<file path="config.mk">
export PLATFORM = sky130hd
export DESIGN_NAME = dbg_cond_match
export DESIGN_NICKNAME = d
export VERILOG_FILES = /design/src/rtl/dbgm_pkg.sv /design/src/rtl/dbgm_link_eval.sv /design/src/rtl/dbgm_cmp_qual.sv /design/src/rtl/dbgm_first.sv /design/src/rtl/dbg_cond_match.sv
export SDC_FILE = /design/constraint.sdc
export NUM_CORES = 1
export LEC_CHECK = 0
export BUFFER_PORTS_ARGS = -buffer_cell sky130_fd_sc_hd__buf_2
export CAP_MARGIN = 20
export CORE_AREA = 5 5 466 468
export CTS_CLUSTER_SIZE = 25
export DETAILED_ROUTE_END_ITERATION = 8
export DIE_AREA = 0 0 471 473
export GPL_ROUTABILITY_DRIVEN = 0
export SYNTH_ARGS = -nofsm -noshare
export SYNTH_HDL_FRONTEND = slang
export SYNTH_SLANG_ARGS = --single-unit
</file>
<file path="constraint.sdc">
create_clock -name clk_i -period 1.3 [get_ports clk_i]
set_clock_uncertainty 0.15 [all_clocks]
set_input_delay 0.325 -clock clk_i [delete_from_list [all_inputs] [get_ports clk_i]]
set_output_delay 0.325 -clock clk_i [all_outputs]
set_load 0.005 [all_outputs]
</file>
<file path="src/rtl/dbgm_pkg.sv">
package dbgm_pkg;
  localparam int CTRL_W   = 32;
  localparam int LBN_W    = 4;
  localparam int FSR_W    = 10;
  localparam int EN_B     = 0;
  localparam int PRIV_LO  = 1;
  localparam int HLE_B    = 13;
  localparam int SEC_LO   = 14;
  localparam int LBN_LO   = 16;
  localparam int LINKEN_B = 20;
  localparam int TYPE_LO  = 20;
  localparam logic [3:0]       LINK_TYPE_CTX = 4'd3;
  localparam logic [FSR_W-1:0] FSR_LONG      = 10'h222;
  localparam logic [FSR_W-1:0] FSR_SHORT     = 10'h002;

  function automatic logic sec_pass(input logic [1:0] fld, input logic secure);
    case (fld)
      2'd0:    return 1'b1;
      2'd2:    return secure;
      default: return !secure;
    endcase
  endfunction

  function automatic logic lvl_pass(input logic [1:0] lvl, input logic [1:0] priv,
                                    input logic hle);
    case (lvl)
      2'd0:    return priv[1];
      2'd1:    return priv[0];
      default: return hle;
    endcase
  endfunction
endpackage

</file>
<file path="src/rtl/dbgm_link_eval.sv">
module dbgm_link_eval
  import dbgm_pkg::*;
#(
  parameter int LINK_SLOTS = 16,
  parameter int CTX_W      = 32,
  parameter int BRP_LAST   = 5,
  parameter int CTX_CNT    = 1
) (
  input  logic [LBN_W-1:0]            lbn_i,
  input  logic [LINK_SLOTS*CTRL_W-1:0] link_ctrl_i,
  input  logic [LINK_SLOTS*CTX_W-1:0]  link_val_i,
  input  logic [1:0]                  cur_lvl_i,
  input  logic [CTX_W-1:0]            ctx_id_i,
  output logic                        link_ok_o
);
  localparam int WIN_LO = BRP_LAST - CTX_CNT;
  localparam int SEL_W  = (LINK_SLOTS > 1) ? $clog2(LINK_SLOTS) : 1;

  logic              in_win;
  logic [SEL_W-1:0]  sel;
  logic [CTRL_W-1:0] slot_ctrl;
  logic [CTX_W-1:0]  slot_val;

  always_comb begin
    in_win = (int'(lbn_i) <= BRP_LAST) && (int'(lbn_i) >= WIN_LO) &&
             (int'(lbn_i) < LINK_SLOTS);
    sel       = in_win ? SEL_W'(lbn_i) : '0;
    slot_ctrl = link_ctrl_i[sel*CTRL_W +: CTRL_W];
    slot_val  = link_val_i[sel*CTX_W +: CTX_W];
    // context comparison never fires above level 1
    link_ok_o = in_win && slot_ctrl[EN_B] &&
                (slot_ctrl[TYPE_LO +: 4] == LINK_TYPE_CTX) &&
                (cur_lvl_i <= 2'd1) && (slot_val == ctx_id_i);
  end
endmodule

</file>
<file path="src/rtl/dbgm_cmp_qual.sv">
module dbgm_cmp_qual
  import dbgm_pkg::*;
(
  input  logic [CTRL_W-1:0] ctrl_i,
  input  logic              hit_i,
  input  logic              is_wp_i,
  input  logic              unpriv_i,
  input  logic [1:0]        cur_lvl_i,
  input  logic              secure_i,
  input  logic              link_ok_i,
  output logic              ok_o
);
  logic [1:0] acc_lvl;
  logic       base_ok, link_pass;

  always_comb begin
    acc_lvl   = (is_wp_i && unpriv_i) ? 2'd0 : cur_lvl_i;
    base_ok   = hit_i && ctrl_i[EN_B] &&
                sec_pass(ctrl_i[SEC_LO +: 2], secure_i) &&
                lvl_pass(acc_lvl, ctrl_i[PRIV_LO +: 2], ctrl_i[HLE_B]);
    link_pass = !ctrl_i[LINKEN_B] || link_ok_i;
    ok_o      = base_ok && link_pass;
  end
endmodule

</file>
<file path="src/rtl/dbgm_first.sv">
module dbgm_first #(
  parameter int N     = 4,
  parameter int IDX_W = 2
) (
  input  logic [N-1:0]     req_i,
  output logic             any_o,
  output logic [IDX_W-1:0] idx_o
);
  always_comb begin
    any_o = |req_i;
    idx_o = '0;
    for (int i = N - 1; i >= 0; i--) begin
      if (req_i[i]) idx_o = IDX_W'(i);
    end
  end
endmodule

</file>
<file path="src/rtl/dbg_cond_match.sv">
module dbg_cond_match
  import dbgm_pkg::*;
#(
  parameter int NUM_CMP    = 4,
  parameter int LINK_SLOTS = 16,
  parameter int CTX_W      = 32,
  parameter int BRP_LAST   = 5,
  parameter int CTX_CNT    = 1,
  localparam int IDX_W     = (NUM_CMP > 1) ? $clog2(NUM_CMP) : 1
) (
  input  logic                         clk_i,
  input  logic                         rst_ni,
  input  logic [NUM_CMP-1:0]           hit_i,
  input  logic [NUM_CMP*CTRL_W-1:0]    ctrl_i,
  input  logic                         is_wp_i,
  input  logic                         unpriv_i,
  input  logic [1:0]                   cur_lvl_i,
  input  logic                         secure_i,
  input  logic                         mon_en_i,
  input  logic                         exc_en_i,
  input  logic                         long_desc_i,
  input  logic [CTX_W-1:0]             ctx_id_i,
  input  logic [LINK_SLOTS*CTRL_W-1:0] link_ctrl_i,
  input  logic [LINK_SLOTS*CTX_W-1:0]  link_val_i,
  output logic                         match_o,
  output logic [IDX_W-1:0]             idx_o,
  output logic [FSR_W-1:0]             fsr_o
);
  logic [NUM_CMP-1:0] cmp_ok;
  logic               any_ok, gate, hit_now;
  logic [IDX_W-1:0]   first_idx;

  for (genvar g = 0; g < NUM_CMP; g++) begin : g_cmp
    logic [CTRL_W-1:0] c;
    logic              lk;
    assign c = ctrl_i[g*CTRL_W +: CTRL_W];

    dbgm_link_eval #(
      .LINK_SLOTS(LINK_SLOTS), .CTX_W(CTX_W),
      .BRP_LAST(BRP_LAST), .CTX_CNT(CTX_CNT)
    ) u_link (
      .lbn_i      (c[LBN_LO +: LBN_W]),
      .link_ctrl_i(link_ctrl_i),
      .link_val_i (link_val_i),
      .cur_lvl_i  (cur_lvl_i),
      .ctx_id_i   (ctx_id_i),
      .link_ok_o  (lk)
    );

    dbgm_cmp_qual u_qual (
      .ctrl_i   (c),
      .hit_i    (hit_i[g]),
      .is_wp_i  (is_wp_i),
      .unpriv_i (unpriv_i),
      .cur_lvl_i(cur_lvl_i),
      .secure_i (secure_i),
      .link_ok_i(lk),
      .ok_o     (cmp_ok[g])
    );
  end

  dbgm_first #(.N(NUM_CMP), .IDX_W(IDX_W)) u_first (
    .req_i(cmp_ok),
    .any_o(any_ok),
    .idx_o(first_idx)
  );

  assign gate    = mon_en_i && exc_en_i;
  assign hit_now = gate && any_ok;

  always_ff @(posedge clk_i or negedge rst_ni) begin
    if (!rst_ni) begin
      match_o <= 1'b0;
      idx_o   <= '0;
      fsr_o   <= '0;
    end else begin
      match_o <= hit_now;
      idx_o   <= hit_now ? first_idx : '0;
      fsr_o   <= !hit_now ? '0 : (long_desc_i ? FSR_LONG : FSR_SHORT);
    end
  end
endmodule

</file>
==> summary.md <==
| Metric | Value |
|---|---|
| #FFs+latches synth | 4 |
| CTS sink count | 4 |
| TritonCTS clock tree | built |
| CP endpoint kind | flop |
| DRC viols | 0 |
| Synth async-reset ratio | 1.00 |
| Final std cells w/o fill | a little under 4000 |
| Net Sw Frac | 0.454 |
| Synth cell types | between 60 and 70 |
| Max Fclk | ~0.37 GHz |
| Final net count | roughly 2200 |
| Final Max Slew Viols | 0 |
| Share of cells above drive strength 1 | 0.480 |
| Initial DRC count | between 500 and 600 |
| Die width | about 470 um |
| Clock group share of total power | 0.131 |
| CP cell instances | buf_2 > nor3b_4 > buf_12 > mux2i_2 > xnor2_1 > or4_4 > or4_4 > o22ai_4 > nor2b_1 > o21ba_1 |
| DR WL/cell | approximately 12 um |
| Clock root buffer | clkbuf_16 |
| Critical path class | in -> reg |
| Die Y | around 470 um |
| Area of the core | between 200000 and 250000 um^2 |
| Via density | ~1.8 |
| Final worst path period share | 2.06 |
| Outcome | finished with violations |
| Initial core utilization | 0.0223 |
| Layout area overhead | 142% |
| Hold path start | long_desc_i |
| Peak VDD IR | around 450 uV |
| Antenna Nets Post-Route | 0 |
| Arr. time, crit path | about 2.6 ns |
| Leakage | 3.85 nW |
| Fin. Hold Viols | 0 |
| Synth Cell Area | 4760 um^2 |
| Psw | approximately 1.6 mW |
| Placed insts | a little under 4000 |
| Worst-path fanout max | 6 |
| Max-Cap Viols | 0 |
| Clk buf depth | 2 |
| Worst-Margin Slew | slightly above 0.5 ns |
| Via Count | between 6000 and 7000 |
| Num ports | between 1000 and 1500 |
| Port Buf Inserts | between 200 and 250 |
| Mean post-synth cell area | between 7 and 8 um^2 |
| DP HPWL | approximately 43000 um |
| Sum Neg Setup Slack | -5.46 ns |
| CP max stage delay | between 0.5 and 0.6 ns |
| Die Footprint | 223000 um^2 |
| Drt first pass iters | 5 |
| Failing checks | negative setup slack |
| CTS H-Tree Depth | 1 |
| Startpoint Class | input port |
| RSZ-0062 raised after global routing | yes |
| Sequential fraction of the synthesis area | 0.0210 |
| Synth warnings | 0 |
| Critical path required time | 1.26 ns |
| Number of synthesized flops with an enable pin | 0 |
| Origin of the worst setup path | ctrl_i[83] |
| Largest net degree at the start of global routing | 22 |
| Cell Rows | 170 |
| Sequential share of power | 0.036 |
| Slowest cell on the critical path | or4_4 |
| Min cycle time layout | 2.68 ns |
| Logic gate share of total power | 0.833 |
| Final setup viols | 6 |
| Total GRT Usage | 0.0398 |
| Final WS setup | -1.38 ns |
| HP Class | in -> reg |
| Vias in the first global route | roughly 6800 |
| CP dominant cell by count | or4_4 |
| Gr ovfl total | 0 |
| CTS Buf Count | 3 |
| Most common cell after layout, fill and taps aside | buf_4 |
| Setup slack at placement | -2.14 ns |
| Initial antenna violation count | 40 |
| Internal power component | approximately 2 mW |
| Clock slew seen by the registers of the worst setup and hold paths | about 0.030 ns |
| Max-slew headroom | 0.654 |
| Pwr dens | around 310 nW/um^2 |
| Most frequent cells in the layout | 227 x buf_4, 188 x buf_2, 123 x mux2i_1, 66 x xnor2_1, 33 x mux2_1 |
| Synth Flop Type | dfrtp_1 |
| Post-synthesis instance total | between 600 and 700 |
| WL final | between 40000 and 50000 um |
| First-pass GRT wire length | 59300 um |
power by group through the flow:
stage	registers (mW)	logic, mW	clock network [mW]
global placement	0.131	2.82	0
global route	0.130	3.14	0.486
floorplan	0.131	1.23	0
detailed placement	0.131	2.82	0
CTS	0.130	2.89	0.473
finish	0.130	2.99	0.470
what timing repair did:
action,CTS,global route
gates resized for setup,30,29
setup endpoints to repair,9,6
buffers inserted,4,2
endpoints found under the hold margin,4,0
pin swaps,9,15
hold buffers,1,0
registers in the layout, indices dropped and copies added, names as in the netlist:
| name | count |
|---|---|
| fsr_o | 2 |
| idx_o | 2 |
cell usage after synthesis, drive strengths merged, types with 2 or more instances:
cell type	count	area (um^2)
a2111oi	9	78.8
o2111ai	4	35.0
xnor2	68	596
a21oi	17	85.1
a22oi	8	60.1
or4	6	45.0
dfrtp	4	100
nor3	5	25.0
mux2i	129	1290
clkbuf	23	86.3
a31o	2	17.5
nand4	17	106
o2bb2ai	3	26.3
nor2	26	97.6
nor3b	8	75.1
nand3	10	50.1
a2bb2oi	2	17.5
or2	2	12.5
a22o	2	17.5
o31ai	5	42.5
a211oi	6	45.0
o211ai	12	90.1
a31oi	3	18.8
mux2	37	420
nand2b	7	43.8
o21ai	12	60.1
o41ai	5	43.8
buf	34	208
or3b	4	35.0
nor2b	18	113
a32oi	2	17.5
o22ai	11	75.1
a221oi	8	70.1
xor2	25	219
nand2	29	109
o221ai	5	43.8
inv	25	93.8
nor4	13	81.3
area by class of cell:
type | instances | area [um^2]
Multi-Input combinational cell | 539 | 4540
Clock buffer | 3 | 75.1
Tap cell | 2838 | 3550
Sequential cell | 4 | 100
Timing Repair Buffer | 442 | 3090
Fill cell | 25300 | 202000
Antenna cell | 25 | 62.6
Inverter | 25 | 93.8
path summary, 6_finish.rpt:
kind / slack (ns) / cells after the start / to
setup / recovery: -1.38 / 10 / idx_o[0]
max in group asynchronous: 0.47 / 2 / idx_o[0]
hold / removal: 0.28 / 2 / fsr_o[5]
min in group asynchronous: 0.41 / 2 / fsr_o[5]
stage by stage:
stage                     power [mW]  hold WS, ns  area (um^2)  utilization
after detailed placement        2.95      -0.0157        11000       0.0517
after global placement          2.95      -0.0169        11000       0.0517
after floorplan                 1.36       -0.121         4840            -
after global routing            3.75        0.274        11500       0.0540
after CTS                       3.49        0.282        11300       0.0530
final                           3.59        0.285        11500       0.0540
cell families after synthesis:
group / after synthesis / synth area share
AO/OA/AOI/OAI: 124 / 0.194
multiplexers: 166 / 0.360
buffers and inverters: 82 / 0.0815
XOR/XNOR: 93 / 0.171
other: 1 / 0.000788
flip-flops: 4 / 0.0210
AND/OR/NAND/NOR: 149 / 0.172
worst max-delay path, delay by kind of cell:
kind                   cells  cell delay [ns]
XOR/XNOR                   1             0.13
AND/OR/NAND/NOR            4             1.33
buffers and inverters      2             0.27
AO/OA/AOI/OAI              2             0.36
multiplexers               1             0.22
routing by layer:
layer  part of all wire  track usage  wire length, um  vias up
met5            0.00087            0               41        -
met4              0.079       0.0284             3710        6
met3              0.086       0.0114             4040      185
met2               0.60       0.0855            28300      423
met1               0.23       0.0281            10700     3244
li1                   -            -                -     3126
Power figures use the tool's default switching activity.
